--- src/rtl/rng_pkg.sv ---
package rng_pkg;

   typedef enum logic [2:0] {
      ST_IDLE = 3'd0,
      ST_TEST = 3'd1,
      ST_HI   = 3'd2,
      ST_LO   = 3'd3,
      ST_STEP = 3'd4,
      ST_FIN  = 3'd5
   } rng_state_e;

endpackage

--- src/rtl/rng_ctrl.sv ---
module rng_ctrl
   import rng_pkg::*;
(
   input  logic clk,
   input  logic rst,
   input  logic start,
   input  logic idx_end,
   input  logic above_max,
   input  logic below_min,
   output logic idx_en,
   output logic idx_clr,
   output logic idx_inc,
   output logic max_clr,
   output logic min_set,
   output logic max_ld,
   output logic min_ld,
   output logic diff_ld,
   output logic done
);

   rng_state_e state, nxt;

   // state register on the falling edge; datapath acts on the next rising edge
   always_ff @(negedge clk) begin
      if (rst) state <= ST_IDLE;
      else     state <= nxt;
   end

   always_comb begin
      nxt     = state;
      idx_en  = 1'b0;
      idx_clr = 1'b0;
      idx_inc = 1'b0;
      max_clr = 1'b0;
      min_set = 1'b0;
      max_ld  = 1'b0;
      min_ld  = 1'b0;
      diff_ld = 1'b0;
      done    = 1'b0;
      case (state)
         ST_IDLE: begin
            idx_en  = 1'b1;
            idx_clr = 1'b1;
            max_clr = 1'b1;
            min_set = 1'b1;
            if (start) nxt = ST_TEST;
         end
         ST_TEST: nxt = idx_end ? ST_FIN : ST_HI;
         ST_HI: begin
            max_ld = above_max;
            nxt    = ST_LO;
         end
         ST_LO: begin
            min_ld = below_min;
            nxt    = ST_STEP;
         end
         ST_STEP: begin
            idx_en  = 1'b1;
            idx_inc = 1'b1;
            nxt     = ST_TEST;
         end
         ST_FIN: begin
            done    = 1'b1;
            diff_ld = 1'b1;
            nxt     = ST_IDLE;
         end
         default: nxt = ST_IDLE;
      endcase
   end

endmodule

--- src/rtl/rng_idx_counter.sv ---
module rng_idx_counter #(
   parameter int IDX_W = 9
) (
   input  logic             clk,
   input  logic             rst,
   input  logic             en,
   input  logic             clr,
   input  logic             inc,
   output logic [IDX_W-1:0] q
);

   always_ff @(posedge clk) begin
      if (rst)           q <= '0;
      else if (en) begin
         if (clr)        q <= '0;
         else if (inc)   q <= q + IDX_W'(1);
      end
   end

endmodule

--- src/rtl/rng_extreme.sv ---
module rng_extreme #(
   parameter int W        = 8,
   parameter bit KEEP_MAX = 1'b1
) (
   input  logic         clk,
   input  logic         sync_clr,
   input  logic         sync_set,
   input  logic         ld,
   input  logic [W-1:0] d,
   output logic [W-1:0] q,
   output logic         wins
);

   generate
      if (KEEP_MAX) begin : g_hi
         assign wins = (d > q);
      end else begin : g_lo
         assign wins = (d < q);
      end
   endgenerate

   // initial value comes only from the dedicated clear / set inputs
   always_ff @(posedge clk) begin
      if (sync_clr)      q <= '0;
      else if (sync_set) q <= '1;
      else if (ld)       q <= d;
   end

endmodule

--- src/rtl/rng_finder.sv ---
module rng_finder #(
   parameter int DATA_W = 8,
   parameter int ADDR_W = 8
) (
   input  logic              clk,
   input  logic              rst,
   input  logic              start,
   output logic [ADDR_W-1:0] rd_addr,
   input  logic [DATA_W-1:0] rd_data,
   output logic              done,
   output logic [DATA_W-1:0] diff
);

   localparam int IDX_W = ADDR_W + 1;

   generate
      if (DATA_W < 2) begin : g_bad_data_w
         $error("rng_finder: DATA_W must be at least 2");
      end
      if (ADDR_W < 1 || ADDR_W > 16) begin : g_bad_addr_w
         $error("rng_finder: ADDR_W must lie in 1..16");
      end
   endgenerate

   logic             ctl_idx_en, ctl_idx_clr, ctl_idx_inc;
   logic             ctl_max_clr, ctl_min_set, ctl_max_ld, ctl_min_ld, ctl_diff_ld;
   logic             above_max, below_min;
   logic [IDX_W-1:0] idx_q;
   logic [DATA_W-1:0] max_q, min_q;

   rng_ctrl u_ctrl (
      .clk       (clk),
      .rst       (rst),
      .start     (start),
      .idx_end   (idx_q[ADDR_W]),
      .above_max (above_max),
      .below_min (below_min),
      .idx_en    (ctl_idx_en),
      .idx_clr   (ctl_idx_clr),
      .idx_inc   (ctl_idx_inc),
      .max_clr   (ctl_max_clr),
      .min_set   (ctl_min_set),
      .max_ld    (ctl_max_ld),
      .min_ld    (ctl_min_ld),
      .diff_ld   (ctl_diff_ld),
      .done      (done)
   );

   rng_idx_counter #(.IDX_W(IDX_W)) u_idx (
      .clk (clk),
      .rst (rst),
      .en  (ctl_idx_en),
      .clr (ctl_idx_clr),
      .inc (ctl_idx_inc),
      .q   (idx_q)
   );

   rng_extreme #(.W(DATA_W), .KEEP_MAX(1'b1)) u_max (
      .clk      (clk),
      .sync_clr (rst | ctl_max_clr),
      .sync_set (1'b0),
      .ld       (ctl_max_ld),
      .d        (rd_data),
      .q        (max_q),
      .wins     (above_max)
   );

   rng_extreme #(.W(DATA_W), .KEEP_MAX(1'b0)) u_min (
      .clk      (clk),
      .sync_clr (1'b0),
      .sync_set (rst | ctl_min_set),
      .ld       (ctl_min_ld),
      .d        (rd_data),
      .q        (min_q),
      .wins     (below_min)
   );

   assign rd_addr = idx_q[ADDR_W-1:0];

   always_ff @(posedge clk) begin
      if (rst)              diff <= '0;
      else if (ctl_diff_ld) diff <= max_q - min_q;
   end

endmodule

--- config.mk ---
export PLATFORM = sky130hd
export DESIGN_NAME = rng_finder
export DESIGN_NICKNAME = d
export VERILOG_FILES = /design/src/rtl/rng_pkg.sv /design/src/rtl/rng_ctrl.sv /design/src/rtl/rng_idx_counter.sv /design/src/rtl/rng_extreme.sv /design/src/rtl/rng_finder.sv
export SDC_FILE = /design/constraint.sdc
export NUM_CORES = 1
export LEC_CHECK = 0
export ABC_AREA = 1
export BUFFER_PORTS_ARGS = -buffer_cell sky130_fd_sc_hd__buf_2
export CORE_UTILIZATION = 55
export CTS_BUF_LIST = sky130_fd_sc_hd__clkbuf_8
export DETAILED_ROUTE_END_ITERATION = 8
export GPL_TIMING_DRIVEN = 1
export HOLD_SLACK_MARGIN = 0.15
export PLACE_DENSITY_LB_ADDON = 0.05
export SLEW_MARGIN = 40
export SYNTH_ARGS = -nofsm -noshare
export SYNTH_HDL_FRONTEND = slang
export SYNTH_HIERARCHICAL = 1
export SYNTH_SLANG_ARGS = --single-unit
--- constraint.sdc ---
create_clock -name clk -period 1.7 [get_ports clk]
set_input_delay 0.34 -clock clk [delete_from_list [all_inputs] [get_ports clk]]
set_output_delay 0.34 -clock clk [all_outputs]
set_load 0.1 [all_outputs]
=== Yosys cells after proc, flatten, opt, wreduce, memory -nomap -nowiden ===
Index checks and enable logic that the tools add are counted.

* Word-level logic and storage cells: 31
* Output and inout bits: 17
* Input port bits: 11
* Register bits after elaboration: 36

* $lt $le $gt $ge: 2
* Bitwise gates (word level): 1
* $add $sub $neg: 2
* Reduce and logical (&&, ||, !) cells: 4
* Multiplexer cells: 11
* Equality and inequality tests: 6

{| class="wikitable"
|+ Operators by type and width
! kind !! number
|-
| two-way mux 9 bit || 2
|-
| one-hot mux 3 bit (5 select lines) || 1
|-
| adder 9 x 1 -> 9 bit, second input constant || 1
|-
| > comparator 8 bit || 1
|-
| less-than comparator 8 bit || 1
|-
| subtractor 8 bit || 1
|-
| == test 3 x 2 -> 1 bit, second input constant || 2
|-
| == test 3 bit, second input constant || 2
|-
| two-way mux 1 bit || 6
|-
| two-way mux 3 bit || 2
|-
| == test 3 x 1 -> 1 bit, second input constant || 1
|-
| logical NOT 3 bit || 1
|-
| != test 2 bit, second input constant || 1
|-
| AND reduction 2 bit || 1
|-
| nonzero test 2 bit || 1
|-
| OR reduction 2 bit || 1
|-
| bitwise OR 1 bit || 1
|}

=== Logic depth before layout (Yosys ltp) ===
* Depth in word-level cells: 4
* Depth in mapped cells: 16
* Mapped depth without buffers: 15

=== By module ===
Netlist, hierarchy kept.

{| class="wikitable"
|+ Modules (own cells, without submodules)
! module !! cells each !! area each (sq um) !! instances
|-
| rng_finder || 103 || 684.4 || 1
|-
| rng_extreme (u_max) || 76 || 524.3 || 1
|-
| rng_extreme (u_min) || 71 || 498.0 || 1
|-
| rng_idx_counter || 66 || 471.7 || 1
|-
| rng_ctrl || 32 || 206.4 || 1
|}

==> results by group <==
Floorplanning
  – Ports: 28
  – Die H: 67.9 µm
  – Starting Density: 0.584
  – DIE AREA: between 4000 and 5000 µm²
  – Core Rows: 23
  – Floorplan core area: 4090 µm²
  – DIE WIDTH: 67.9 µm

Cells and area
  – Final core occ: 0.826
  – Layout Nets: 483
  – Area growth, synth to finish: 41.6%
  – Fillers: between 200 and 300
  – Fraction of layout cells with a size suffix above 1: 0.332
  – Non-Filler Instances: about 500
  – Antenna Cells: 0

Worst setup path
  – CP arrival: around 2.1 ns
  – Critical path launch point type: register
  – Maximum fanout along the worst path: 2
  – Critical Path RT: 1.36 ns
  – Crit Path Category: reg2out
  – CP Capture Type: output port

Global route
  – Largest net degree at the start of global routing: 13
  – Vias in the first global route: 2328
  – GRT met2 Usage: 0.531
  – GRT overflow: 0
  – First-pass GRT wire length: around 9.8 mm
  – Initial antenna violation count: 0
  – GR Layer Usage met3: 0.0700
  – Met1 Use GR: 0.321
  – Global Route Usage Sum: 0.286
  – Grt peak-use layer: met2

Status
  – Status: finished with violations
  – Violated checks: negative setup slack

Clock network
  – H-Tree Depth: 2
  – Total CTS buffers: 5
  – Clk_lat worst skew: 0.38 ns
  – Clock buffer depth: 2
  – Clk slew on worst S/H paths: 0.08 ns
  – CTS root buf: clkbuf_8
  – TritonCTS Sinks: 36
  – CTS tree: yes

Yosys
  – Post-Syn Area: 2380 µm²
  – Synth Register Bits: 36
  – Netlist cell types: 35
  – Synth Warn #: 6
  – Post-synth top area cell: dfxtp_1
  – Top post-synthesis cells by area: dfxtp_1 (30%), ha_1 (12%), nand2_1 (11%), inv_1 (10%), a21oi_1 (7.6%)
  – Seq/Total Area, Yosys: 0.302
  – Top-area cell type share of the netlist area: 0.302
  – Synthesized area per cell: 6.85 µm²
  – Cells after Synth: ~350

Power and ir drop
  – Pwr Total: 0.00255 W
  – Lkg Pwr: 1.72 nW
  – VDD IR max: 571 µV
  – PwrDens: between 700 and 800 nW/µm²

Placement
  – Post-DP HPWL: ~4.4 mm
  – Pre-CTS WS: -0.430 ns
  – Placer congestion estimate: 0.788
  – Dpl cells: 475
  – PortBufs: 27

Routing
  – Residual DRC: 0
  – Violation count after the first detailed-route iteration: 127
  – Vias per inst: slightly above 5
  – Vias post-DR: 2591
  – Post-DR wirelength/cell: 14.0 µm
  – Post-Route WL: approximately 7 mm
  – DRT antenna net count: 0
  – TritonRoute pass-1 iters: 4

Timing
  – Worst hold slack: approximately 0.41 ns
  – Setup ws final: -0.714 ns
  – RSZ-0062 raised after global routing: true
  – Post-route clock skew: 0.0948 ns
  – Final slew viol count: 0
  – Final Hold Vio Count: 0
  – Final setup violation count: 34

Hold path
  – HP Class: in2reg

Job
  – Max-cap viol count: 0
[report_power, final]
group          internal [W]  switching [W]  leakage (nW)  total, W
clock              0.000297       0.000380        0.0524  0.000677
combinational      0.000405       0.000543          1.37  0.000948
sequential         0.000891      0.0000386         0.297  0.000929
[routing by layer]
metal / wire, µm / up-vias
met2: 3610 / 87
met3: 338 / 21
met4: 174 / 0
met5: 0 / -
met1: 2850 / 1198
li1: - / 1285
[path summary, 6_finish.rpt]
kind	startpoint	to	slack, ns	cells after the start
hold / removal	rd_data[0]	u_max/q[0]	0.41	3
hold reg to reg	diff[1]	diff[1]	0.50	2
setup / recovery	u_ctrl/state[2]	done	-0.71	3
setup reg to reg	u_ctrl/state[2]	u_idx/q[8]	-0.71	9
[layout by cell type, fill, tap and decap left out, types with 2 or more instances in the layout]
| master | count |
|---|---|
| a21oi_1 | 33 |
| a21oi_2 | 3 |
| a21oi_4 | 2 |
| buf_2 | 26 |
| buf_4 | 47 |
| buf_6 | 11 |
| clkbuf_8 | 5 |
| clkinv_1 | 2 |
| clkinvlp_4 | 3 |
| conb_1 | 12 |
| dfxtp_1 | 33 |
| dfxtp_4 | 3 |
| ha_1 | 23 |
| inv_1 | 64 |
| inv_2 | 4 |
| inv_4 | 2 |
| inv_6 | 2 |
| nand2_1 | 64 |
| nand2_2 | 8 |
| nand2_4 | 4 |
| nand3_1 | 9 |
| nand3_4 | 4 |
| nand3b_1 | 2 |
| nand4_1 | 3 |
| nor2_1 | 34 |
| nor2_2 | 6 |
| nor2_4 | 5 |
| o211ai_1 | 7 |
| o21ai_0 | 3 |
| o21ai_1 | 5 |
| o21ai_2 | 4 |
| or2_4 | 3 |
| xor2_1 | 2 |
[kinds of logic after synthesis]
| family | after synthesis | share of synthesized area |
|---|---|---|
| buffers and inverters | 78 | 0.135 |
| other | 1 | 0.00157 |
| adder cells (fa/ha/maj) | 24 | 0.129 |
| XOR/XNOR | 4 | 0.0178 |
| flip-flops | 36 | 0.302 |
| AND/OR/NAND/NOR | 146 | 0.275 |
| AO/OA/AOI/OAI | 59 | 0.139 |
[what timing repair did]
| item | CTS | global route |
|---|---|---|
| setup endpoints to repair | 34 | 34 |
| cloned | 2 | 0 |
| setup buffers | 7 | 6 |
| pin swaps | 13 | 21 |
| gates resized for setup | 16 | 26 |
| hold buffers | 0 | 0 |
[cell usage after synthesis (all sizes together)]
cell type,n
xnor2,1
ha,23
or2,3
fa,1
a21oi,38
o21ai,12
buf,6
nand3,13
nand2,76
xor2,3
dfxtp,36
a21o,1
and3,1
clkinv,2
a31oi,1
nor2,45
nor4,1
nand3b,2
conb,1
nor3,2
nand4,3
inv,70
o211ai,7
[metrics by stage]
stage | TNS, ns | cell area [µm²]
finish | -19.56 | 3380
CTS | -17.00 | 3230
global route | -20.94 | 3380
floorplan | -10.25 | 2520
global placement | -11.25 | 3000
detailed placement | -11.97 | 3000
[layout make-up]
| cell class | count | area (µm²) | share of cell area |
|---|---|---|---|
| multi-input cells | 246 | 1570 | 0.465 |
| flip-flops and latches | 36 | 732 | 0.217 |
| repair buffers | 85 | 627 | 0.186 |
| inverters | 71 | 282 | 0.0834 |
| clock buffers | 5 | 68.8 | 0.0204 |
| well taps | 50 | 62.6 | 0.0185 |
| clock inverters | 6 | 33.8 | 0.0100 |
[worst max-delay path, stage by stage (launching register included)]
cell,delay (ns)
dfxtp_4,0.37
inv_4,0.04
nor3_4,0.22
buf_12,0.21
[flip-flops by register name, indices dropped and copies added (netlist names)]
| register | flops |
|---|---|
| u_idx/q | 9 |
| u_min/q | 8 |
| u_ctrl/state | 3 |
| diff | 8 |
| u_max/q | 8 |
Note: power is estimated with default switching activity, not from simulation.
